--- config.mk ---
export PLATFORM = sky130hd
export DESIGN_NAME = pll_cfg_calc
export DESIGN_NICKNAME = d
export VERILOG_FILES = /design/src/rtl/pllc_pkg.sv /design/src/rtl/pllc_divsearch.sv /design/src/rtl/pllc_seqdiv.sv /design/src/rtl/pllc_range.sv /design/src/rtl/pll_cfg_calc.sv
export SDC_FILE = /design/constraint.sdc
export NUM_CORES = 2
export LEC_CHECK = 0
export CAP_MARGIN = 15
export CORE_MARGIN = 1
export CORE_UTILIZATION = 35
export DETAILED_ROUTE_END_ITERATION = 12
export DONT_BUFFER_PORTS = 1
export HOLD_SLACK_MARGIN = 0.08
export PLACE_DENSITY = 0.5
export SLEW_MARGIN = 30
export SYNTH_ARGS = -nofsm -noshare
export SYNTH_HDL_FRONTEND = slang
export SYNTH_SLANG_ARGS = --single-unit
--- constraint.sdc ---
create_clock -name clk -period 19.55 [get_ports clk]
set_clock_uncertainty 0.15 [all_clocks]
set_input_delay 1.955 -clock clk [delete_from_list [all_inputs] [get_ports clk]]
set_output_delay 1.955 -clock clk [all_outputs]
set_load 0.01 [all_outputs]
--- src/rtl/pllc_pkg.sv ---
package pllc_pkg;

    typedef enum logic [2:0] {
        ST_IDLE   = 3'd0,
        ST_SEARCH = 3'd1,
        ST_MUL    = 3'd2,
        ST_FREQ   = 3'd3,
        ST_DEC    = 3'd4,
        ST_LP     = 3'd5
    } calc_state_e;

endpackage

--- src/rtl/pllc_divsearch.sv ---
module pllc_divsearch #(
    parameter int unsigned IN_W  = 32,
    parameter int unsigned DIV_W = 5,
    parameter int unsigned STEP  = 5000
) (
    input  logic             clk,
    input  logic             rst_n,
    input  logic             go,
    input  logic [IN_W-1:0]  ref_i,
    output logic             done,
    output logic [DIV_W-1:0] div_o
);
    localparam int unsigned TW = IN_W + DIV_W + 1;
    localparam logic [DIV_W-1:0] DMAX = DIV_W'((1 << DIV_W) - 1);

    typedef struct packed {
        logic             busy;
        logic             done;
        logic [DIV_W-1:0] div;
        logic [TW-1:0]    thr;
    } srch_t;

    srch_t q, d;
    logic [TW-1:0] ref_w;

    assign ref_w = TW'(ref_i);

    always_comb begin
        d      = q;
        d.done = 1'b0;
        if (go) begin
            d.busy = 1'b1;
            d.div  = DIV_W'(1);
            d.thr  = TW'(2 * STEP);
        end else if (q.busy) begin
            if (q.div == DMAX || ref_w < q.thr) begin
                d.busy = 1'b0;
                d.done = 1'b1;
            end else begin
                d.div = q.div + DIV_W'(1);
                d.thr = q.thr + TW'(STEP);
            end
        end
    end

    always_ff @(posedge clk) begin
        if (!rst_n) q <= '0;
        else        q <= d;
    end

    assign done  = q.done;
    assign div_o = q.div;

    AST_SEARCH_STEP: assert property (@(posedge clk) disable iff (!rst_n)
        done |-> (div_o == DIV_W'(1) || ref_w >= TW'(STEP) * TW'(div_o)));

endmodule

--- src/rtl/pllc_seqdiv.sv ---
module pllc_seqdiv #(
    parameter int unsigned NUM_W = 40,
    parameter int unsigned DEN_W = 32
) (
    input  logic             clk,
    input  logic             rst_n,
    input  logic             go,
    input  logic [NUM_W-1:0] num_i,
    input  logic [DEN_W-1:0] den_i,
    output logic             done,
    output logic [NUM_W-1:0] quo_o,
    output logic [DEN_W-1:0] rem_o
);
    localparam int unsigned CW = $clog2(NUM_W);

    typedef struct packed {
        logic             busy;
        logic             done;
        logic [CW-1:0]    cnt;
        logic [DEN_W-1:0] rem;
        logic [NUM_W-1:0] dq;
        logic [DEN_W-1:0] den;
    } sdiv_t;

    sdiv_t q, d;
    logic [DEN_W:0] trial;
    logic [DEN_W:0] diff;
    logic           ge;

    assign trial = {q.rem, q.dq[NUM_W-1]};
    assign ge    = trial >= {1'b0, q.den};
    assign diff  = trial - {1'b0, q.den};

    always_comb begin
        d      = q;
        d.done = 1'b0;
        if (go) begin
            d.busy = 1'b1;
            d.cnt  = '0;
            d.rem  = '0;
            d.dq   = num_i;
            d.den  = den_i;
        end else if (q.busy) begin
            d.rem = ge ? diff[DEN_W-1:0] : trial[DEN_W-1:0];
            d.dq  = {q.dq[NUM_W-2:0], ge};
            if (q.cnt == CW'(NUM_W - 1)) begin
                d.busy = 1'b0;
                d.done = 1'b1;
            end else begin
                d.cnt = q.cnt + CW'(1);
            end
        end
    end

    always_ff @(posedge clk) begin
        if (!rst_n) q <= '0;
        else        q <= d;
    end

    assign done  = q.done;
    assign quo_o = q.dq;
    assign rem_o = q.rem;

    AST_REM_BELOW_DEN: assert property (@(posedge clk) disable iff (!rst_n)
        done |-> rem_o < q.den);

endmodule

--- src/rtl/pllc_range.sv ---
module pllc_range #(
    parameter int unsigned W    = 40,
    parameter int unsigned LIM1 = 126000,
    parameter int unsigned LIM2 = 251000,
    parameter int unsigned LIM3 = 501000
) (
    input  logic [W-1:0] freq_i,
    output logic [1:0]   code_o
);
    always_comb begin
        if (freq_i >= W'(LIM3))      code_o = 2'd3;
        else if (freq_i >= W'(LIM2)) code_o = 2'd2;
        else if (freq_i >= W'(LIM1)) code_o = 2'd1;
        else                         code_o = 2'd0;
    end
endmodule

--- src/rtl/pll_cfg_calc.sv ---
module pll_cfg_calc
    import pllc_pkg::*;
#(
    parameter int unsigned IN_W     = 32,
    parameter int unsigned DIV_W    = 5,
    parameter int unsigned MUL_W    = 8,
    parameter int unsigned LP_W     = 6,
    parameter int unsigned REF_STEP = 5000,
    parameter int unsigned LP_STEP  = 80000,
    parameter int unsigned BAND1    = 126000,
    parameter int unsigned BAND2    = 251000,
    parameter int unsigned BAND3    = 501000
) (
    input  logic                     clk,
    input  logic                     rst_n,
    input  logic                     start,
    input  logic [IN_W-1:0]          rate_kbps,
    input  logic [IN_W-1:0]          ref_khz,
    output logic                     busy,
    output logic                     done,
    output logic                     err,
    output logic [MUL_W+DIV_W+2:0]   cfg_word,
    output logic [IN_W+MUL_W-1:0]    pll_khz,
    output logic [LP_W-1:0]          lp_div
);
    localparam int unsigned PROD_W  = IN_W + MUL_W;
    localparam int unsigned CFG_W   = MUL_W + DIV_W + 3;
    localparam int unsigned MUL_MAX = (1 << MUL_W) - 1;

    typedef struct packed {
        calc_state_e       st;
        logic [IN_W-1:0]   rate;
        logic [IN_W-1:0]   refk;
        logic [DIV_W-1:0]  div;
        logic [MUL_W-1:0]  mul;
        logic [1:0]        rng;
        logic [PROD_W-1:0] pll;
        logic              ds_go;
        logic              dv_go;
        logic [PROD_W-1:0] dv_num;
        logic [IN_W-1:0]   dv_den;
        logic              done;
        logic              err;
        logic [CFG_W-1:0]  word;
        logic [PROD_W-1:0] pll_o;
        logic [LP_W-1:0]   lp_o;
    } calc_t;

    calc_t q, d;

    logic              ds_done;
    logic [DIV_W-1:0]  ds_div;
    logic              dv_done;
    logic [PROD_W-1:0] dv_quo;
    logic [IN_W-1:0]   dv_rem;
    logic [1:0]        rng_now;
    logic [PROD_W-1:0] ceil_q;
    logic [MUL_W-1:0]  mul_sat;
    logic [MUL_W-1:0]  mul_dec;
    logic [DIV_W-1:0]  div_dec;
    logic [PROD_W-1:0] lp_m1;

    pllc_divsearch #(.IN_W(IN_W), .DIV_W(DIV_W), .STEP(REF_STEP)) u_search (
        .clk   (clk),
        .rst_n (rst_n),
        .go    (q.ds_go),
        .ref_i (q.refk),
        .done  (ds_done),
        .div_o (ds_div)
    );

    pllc_seqdiv #(.NUM_W(PROD_W), .DEN_W(IN_W)) u_div (
        .clk   (clk),
        .rst_n (rst_n),
        .go    (q.dv_go),
        .num_i (q.dv_num),
        .den_i (q.dv_den),
        .done  (dv_done),
        .quo_o (dv_quo),
        .rem_o (dv_rem)
    );

    pllc_range #(.W(PROD_W), .LIM1(BAND1), .LIM2(BAND2), .LIM3(BAND3)) u_band (
        .freq_i (dv_quo),
        .code_o (rng_now)
    );

    assign ceil_q  = dv_quo + PROD_W'(dv_rem != '0);
    assign mul_sat = (ceil_q > PROD_W'(MUL_MAX)) ? MUL_W'(MUL_MAX) : ceil_q[MUL_W-1:0];
    assign mul_dec = (q.mul == '0) ? MUL_W'(1) : q.mul;
    assign div_dec = (q.div == '0) ? DIV_W'(1) : q.div;
    assign lp_m1   = ceil_q - PROD_W'(1);

    always_comb begin
        d       = q;
        d.done  = 1'b0;
        d.ds_go = 1'b0;
        d.dv_go = 1'b0;
        unique case (q.st)
            ST_IDLE: begin
                if (start) begin
                    if (ref_khz == '0) begin
                        d.err   = 1'b1;
                        d.done  = 1'b1;
                        d.word  = '0;
                        d.pll_o = '0;
                        d.lp_o  = '0;
                    end else begin
                        d.rate  = rate_kbps;
                        d.refk  = ref_khz;
                        d.ds_go = 1'b1;
                        d.st    = ST_SEARCH;
                    end
                end
            end
            ST_SEARCH: begin
                if (ds_done) begin
                    d.div    = ds_div;
                    d.dv_num = PROD_W'(q.rate) * PROD_W'(ds_div);
                    d.dv_den = q.refk;
                    d.dv_go  = 1'b1;
                    d.st     = ST_MUL;
                end
            end
            ST_MUL: begin
                if (dv_done) begin
                    d.mul    = mul_sat;
                    d.dv_num = PROD_W'(q.refk) * PROD_W'(mul_sat);
                    d.dv_den = IN_W'(q.div);
                    d.dv_go  = 1'b1;
                    d.st     = ST_FREQ;
                end
            end
            ST_FREQ: begin
                if (dv_done) begin
                    d.rng    = rng_now;
                    d.dv_num = PROD_W'(q.refk) * PROD_W'(mul_dec);
                    d.dv_den = IN_W'(div_dec);
                    d.dv_go  = 1'b1;
                    d.st     = ST_DEC;
                end
            end
            ST_DEC: begin
                if (dv_done) begin
                    d.pll    = dv_quo;
                    d.dv_num = dv_quo;
                    d.dv_den = IN_W'(LP_STEP);
                    d.dv_go  = 1'b1;
                    d.st     = ST_LP;
                end
            end
            ST_LP: begin
                if (dv_done) begin
                    d.word  = {q.rng, 1'b0, q.div, q.mul};
                    d.pll_o = q.pll;
                    d.lp_o  = lp_m1[LP_W-1:0];
                    d.err   = 1'b0;
                    d.done  = 1'b1;
                    d.st    = ST_IDLE;
                end
            end
            default: d.st = ST_IDLE;
        endcase
    end

    always_ff @(posedge clk) begin
        if (!rst_n) q <= '0;
        else        q <= d;
    end

    assign busy     = (q.st != ST_IDLE);
    assign done     = q.done;
    assign err      = q.err;
    assign cfg_word = q.word;
    assign pll_khz  = q.pll_o;
    assign lp_div   = q.lp_o;

    AST_DONE_PULSE: assert property (@(posedge clk) disable iff (!rst_n)
        done |=> !done);
    AST_HOLD_RESULTS: assert property (@(posedge clk) disable iff (!rst_n)
        !done |-> ($stable(cfg_word) && $stable(pll_khz) && $stable(lp_div) && $stable(err)));
    AST_ERR_ZERO: assert property (@(posedge clk) disable iff (!rst_n)
        (done && err) |-> (cfg_word == '0 && pll_khz == '0 && lp_div == '0));
    AST_IGNORE_START: assert property (@(posedge clk) disable iff (!rst_n)
        (busy && start) |=> ($stable(q.refk) && $stable(q.rate)));
    AST_DIV_NONZERO: assert property (@(posedge clk) disable iff (!rst_n)
        (done && !err) |-> (cfg_word[MUL_W +: DIV_W] != '0));
    AST_PLL_NONZERO: assert property (@(posedge clk) disable iff (!rst_n)
        (done && !err) |-> (pll_khz != '0));
    AST_BIT_GAP: assert property (@(posedge clk) disable iff (!rst_n)
        done |-> !cfg_word[MUL_W + DIV_W]);

endmodule

# Yosys cells after proc, flatten, opt, wreduce, memory -nomap -nowiden
# Index checks and enable logic that the tools add are counted.
[totals]
latchBits = 0
romBits = 0
reg_bits = 417
memories = 0
mem_bits_rw = 0
[classes]
n_addsub = 6
mul = 3
shift = 0
div_mod_pow = 0
n_lt_le_gt_ge = 6
reduce_logical = 27
n_mux = 35
n_eq_ne = 16
n_bitwise = 6
[op_table]
columns = ["op", "count"]
rows = [
  ["$mux 73", 4],
  ["$pmux 73 s4", 1],
  ["$mux 64", 3],
  ["$mux 67", 2],
  ["$pmux 64 s2", 1],
  ["$mul 32x8->40", 2],
  ["$mux 80", 1],
  ["$mux 45", 1],
  ["$mux 43", 1],
  ["$add 40x1->40", 1],
  ["$ge 40x17->1 const B", 1],
  ["$ge 40x18->1 const B", 1],
  ["$ge 40x19->1 const B", 1],
  ["$gt 40x8->1 const B", 1],
  ["$mux 40", 1],
  ["$mux 39", 1],
  ["$add 38x13->38 const B", 1],
  ["$lt 32x38->1", 1],
  ["$mul 32x5->37", 1],
  ["$ge 33x32->1", 1],
  ["$logic_not 32->1", 1],
  ["$mux 32", 1],
  ["$reduce_bool 32->1", 1],
  ["$sub 32x32->32", 1],
  ["32 further kinds", 68],
]

# Logic depth before layout (Yosys ltp)
[depth]
depth_word = 7
ltp_mapped = 38
mapped_depth_nobuf = 33

# Modules after synthesis
# A second synthesis with hierarchy kept.
[unflattened]
hier_cells = 5047
area_unflattened_um2 = 41740.0
[modules_own_cells]
columns = ["mod", "cells_each", "instances", "area_per_inst_um2"]
rows = [
  ["pll_cfg_calc", 3776, 1, 31430.1],
  ["pllc_seqdiv", 914, 1, 7413.4],
  ["pllc_divsearch", 321, 1, 2661.3],
  ["pllc_range", 36, 1, 235.2],
]

# Worst setup path after synthesis
# No wires, ideal clock.
[synth_timing]
path_kind = "flip-flop to flip-flop"
startpoint = "register u_div.q (netlist bit u_div.rem_o[23])"
endpoint = "register q[135] in the netlist's numbering"
stages_incl_launch_ff = 36
slack_ns = 11.323
arrival_time_ns = 7.957
setup_ns = 0.120
t_required_ns = 19.280
path_buffers = 4
path_cell_list = "dfxtp_1 -> nor4_1 -> nand4_1 -> or2_2 -> ha_1 -> ha_1 -> and4_1 -> buf_2 -> and4_1 -> buf_4 -> nand4_1 -> mux2i_1 -> or4_1 -> nor3_1 -> and4_1 -> buf_4 -> nand2_1 -> clkbuf_1 -> and2_1 -> fa_1 -> fa_1 -> fa_1 -> inv_1 -> fa_1 -> inv_1 -> ha_1 -> a21oi_1 -> o211ai_1 -> a41oi_1 -> a211o_1 -> o211ai_1 -> a21oi_1 -> o21ai_0 -> a31oi_1 -> xnor2_1 -> a211o_1"
[synth_via]
elab_chain_len = 7
[synth_rtl]
columns = ["item", "line", "text"]
rows = [
  ["start, declared", "pllc_seqdiv.sv:25", "sdiv_t q, d;"],
  ["start signal, assigned", "pllc_seqdiv.sv:56", "if (!rst_n) q <= '0;"],
  ["start signal, assigned", "pllc_seqdiv.sv:57", "else q <= d;"],
  ["$reduce_bool 32->1 *", "pll_cfg_calc.sv:88", "assign ceil_q = dv_quo + PROD_W'(dv_rem != '0);"],
  ["$add 40x1->40 *", "pll_cfg_calc.sv:88", ""],
  ["$gt 40x8->1", "pll_cfg_calc.sv:89", "assign mul_sat = (ceil_q > PROD_W'(MUL_MAX)) ? MUL_W'(MUL_MAX) : ceil_q[MUL_W-1:0];"],
  ["$mux 8 *", "pll_cfg_calc.sv:89", ""],
  ["$mul 32x8->40 *", "pll_cfg_calc.sv:128", "d.dv_num = PROD_W'(q.refk) * PROD_W'(mul_sat);"],
  ["$mux 73 *", "pll_cfg_calc.sv:126", "if (dv_done) begin"],
  ["$pmux 73 s4 *", "pll_cfg_calc.sv:99", "unique case (q.st)"],
  ["end signal, assigned", "pll_cfg_calc.sv:167", "if (!rst_n) q <= '0;"],
  ["end signal, assigned", "pll_cfg_calc.sv:168", "else q <= d;"],
  ["end, declared", "pll_cfg_calc.sv:49", "calc_t q, d;"],
]
# Mark *: on every way between the ends. The rest lies on a longest branch, timed or not. The select of a mux whose other input is x is not followed.
# A chain may end at the register's enable or synchronous reset.

# Final worst setup path
[layout_timing]
startpoint = "register u_div.q (netlist bit u_div.rem_o[24])"
endpoint = "register q[135] in the netlist's numbering"
# The elaborated chain is that of the path after synthesis.

==> flow_summary.ini <==
[sta]
rsz0062_at_grt = false
slew_viol_final = 0
max-slew-margin-rel_pct = 27.2
finalSetupViolCount = 0
worstMarginPinSlew_ns = 1.09
period_share_pct = 52.0
max_freq_mhz = 98.3
period_minus_slack_ns = 10.17
final_hold_viol_count = 0
fin_tns_setup_ns = 0

[logic_synthesis]
synth_seq_area_share_pct = 20.4
ys.flop_type = dfxtp_1
synth_area_per_cell_um2 = 8.20
synth.cell_area_um2 = 40600
synth-edff-count = 0
async_flop_share_pct = 0
synth_nets = 5700
synth_cell_types = 79
ys_warn_count = 0
netlist_instances = 4949
synth_seq_cells = 413

[cells_and_area]
stdcell_area_um2 = 43300
drive_above_1_share_pct = 4.37
syn_to_final_growth_pct = 6.55
fill_cells = 11900
instances_no_fill = 6256
final_cell_mix = nand2_1, inv_1, fa_1
regArea_um2 = 8290
multiInputGateArea_um2 = 29000
mostFrequentLayoutCell = nand2_1
num-nets-final = 5452

[hold_path]
hp-class = register to register
whs_path_depth = 2
hp-start = q[216]$_SDFFE_PN0P_
min_to = q[216]$_SDFFE_PN0P_

[clock_tree]
clk_transition_reported_paths_ns = 0.07
postCtsSetupBuffers = 0
cts_resized = 0
cts_tree = yes
clkLatencyLatePin_ns = 0.65
cts-buffers-inserted = 50
clkSinkCount = 413
cts-root-buf = clkbuf_16
cts_buffer_depth = 3
ctsHoldBuffers = 0
htreeDepth = 2

[job]
drv_cap = 0

[run_status]
status = finished, violations left
violations = design-rule violations

[global_route]
grt_use_met2_pct = 34.7
use_met1_pct = 31.9
grt_pass1_wl_um = 204000
grt_overflow = 0
grtUsageTotal_pct = 22.4
grt_max_degree = 89
antenna_found_initial = 5
globalRouteMet3Util_pct = 3.47
grt_pass1_vias = 33500
grt_busiest_layer = met2

[power_and_ir_drop]
vdd_drop_max_v = 0.0000675
p_per_area_nw_per_um2 = 46.5
p_leak_nw = 19.5

[placed_design]
dp_hpwl_um = 98500
placed_area_um2 = 41500
numPortBuffers = 0
routabilityCongestion = 0.957
post-place-cells = 6160

[setup_path]
cpMostUsedCell = fa_1
cpMaxStageDelayCell = a41oi_1
cp_max_fo = 33
crit_type = register to register
endpoint_kind = register
crit_arrival_ns = 10.56
cp.required_ns = 19.93
r2r_setup_slack_ns = 9.38
r2r-end = q[135]$_SDFFE_PN0P_
start_kind = register
r2r_cells = 31
r2r_start = u_div.rem_o[24]$_SDFFE_PP0P_
cp_slowest_stage_delay_ns = 0.66

[floorplanning]
die_w_um = 343
io_pins = 132
fp-row-count = 124
core_um2 = 115000
start_util_pct = 35.4
die_area_um2 = 117000
die_h_um = 343

[detailed_routing]
dr.pass1.iters = 9
vias_per_cell = 5.38
drc = 8
wl_per_cell_um = 20.9
wl_um = 131000
drtIter0Drc = 2547
drtAntennaViolNets = 0
vias = 33700
critical path: cells and delay by family, from the launching register on:
family                     cells  cell delay [ns]
adders and majority gates      7             2.91
and+or+nand+nor               11             4.00
muxes                          1             0.09
DFF                            1             0.34
buffers and inverters          2             0.10
xor gates and xnor gates       1             0.09
AOI/OAI and AO/OA              9             2.35
synthesized netlist by cell type, types with 12 or more instances:
cell type    n  area [µm²]
nand2_1    671        2520
a31oi_1     38         238
xnor2_1     88         771
nand3_1     56         280
o21bai_1    13        97.6
ha_1       233        2920
a221oi_1    13         114
nor2_1     369        1390
buf_1       14        52.6
a21o_1      76         571
and3_1      29         181
or3_1       22         138
nand2b_1    34         213
o21ai_0    156         781
xor2_1      55         482
and2_1     366        2290
or4_1       14         105
nand4_1     45         282
nor4_1      31         194
o31ai_1     15         113
a41oi_1     13         114
nor2b_1     82         513
inv_1      483        1810
a22oi_1     88         661
clkbuf_1   278        1040
o21a_1      18         135
fa_1       451        9030
a211oi_1    37         278
o211ai_1    30         225
nor3_1      46         230
buf_4       66         495
mux2i_1     98         981
a21oi_1    347        1740
dfxtp_1    413        8270
a222oi_1    12         120
per-layer routing:
metal | vias up | wire length (µm)
met3 | 166 | 8250
met5 | - | 103
met1 | 16800 | 61100
met2 | 914 | 57500
met4 | 2 | 4040
li1 | 15800 | -
cell families after synthesis:
logic type               Yosys count  synth area share, %
adder cells (fa/ha/maj)          684                 29.4
AND/OR/NAND/NOR                 1800                 21.2
AO/OA/AOI/OAI                    953                 14.8
flip-flops                       413                 20.4
multiplexers                     102                 2.53
other                              1              0.00924
buffers and inverters            853                 8.53
XOR/XNOR                         143                 3.09
report_power, final:
part | internal [W] | switching (W)
sequential | 0.000853 | 0.0000215
combinational | 0.0000464 | 0.000111
clock | 0.000570 | 0.000411
total | 0.00147 | 0.000544
worst max path at each step:
stage,start,to,slack [ns],depth (start not counted)
6_report,u_div.rem_o[24]$_SDFFE_PP0P_,q[135]$_SDFFE_PN0P_,9.38,31
3_3_place_gp,u_div.rem_o[24]$_SDFFE_PP0P_,q[135]$_SDFFE_PN0P_,9.57,31
4_1_cts,u_div.rem_o[24]$_SDFFE_PP0P_,q[135]$_SDFFE_PN0P_,9.47,31
5_1_grt,u_div.rem_o[24]$_SDFFE_PP0P_,q[135]$_SDFFE_PN0P_,8.90,31
3_5_place_dp,u_div.rem_o[24]$_SDFFE_PP0P_,q[135]$_SDFFE_PN0P_,9.50,31
2_1_floorplan,u_div.rem_o[23]$_SDFFE_PP0P_,q[135]$_SDFFE_PN0P_,11.32,35
layout make-up:
class,count,area share (%)
flip-flops and latches,413,19.2
diodes,3,0.0174
inverters,484,4.22
clock buffers,71,3.40
clock inverters,21,0.639
multi-input cells,3683,66.9
repair buffers,69,1.24
well taps,1512,4.37
stage by stage:
stage / util [%] / total power [W] / setup WS, ns / hold slack, ns
2_1_floorplan: - / 0.000984 / 11.32 / 0.285
3_3_place_gp: 36.2 / 0.00105 / 9.57 / 0.293
3_5_place_dp: 36.2 / 0.00105 / 9.50 / 0.297
4_1_cts: 37.7 / 0.00204 / 9.47 / 0.306
5_1_grt: 37.7 / 0.00209 / 8.90 / 0.321
6_report: 37.7 / 0.00201 / 9.38 / 0.305
state kept, by name, summed over array words and instances, names as in the netlist:
signal / flops
u_search.done: 1
u_div.q: 39
u_div.rem_o: 32
lp_div: 6
q: 196
pll_khz: 40
done: 1
u_search.div_o: 5
u_search.q: 36
u_div.quo_o: 40
cfg_word: 15
u_div.done: 1
err: 1
(Power assumes the default switching activity.)
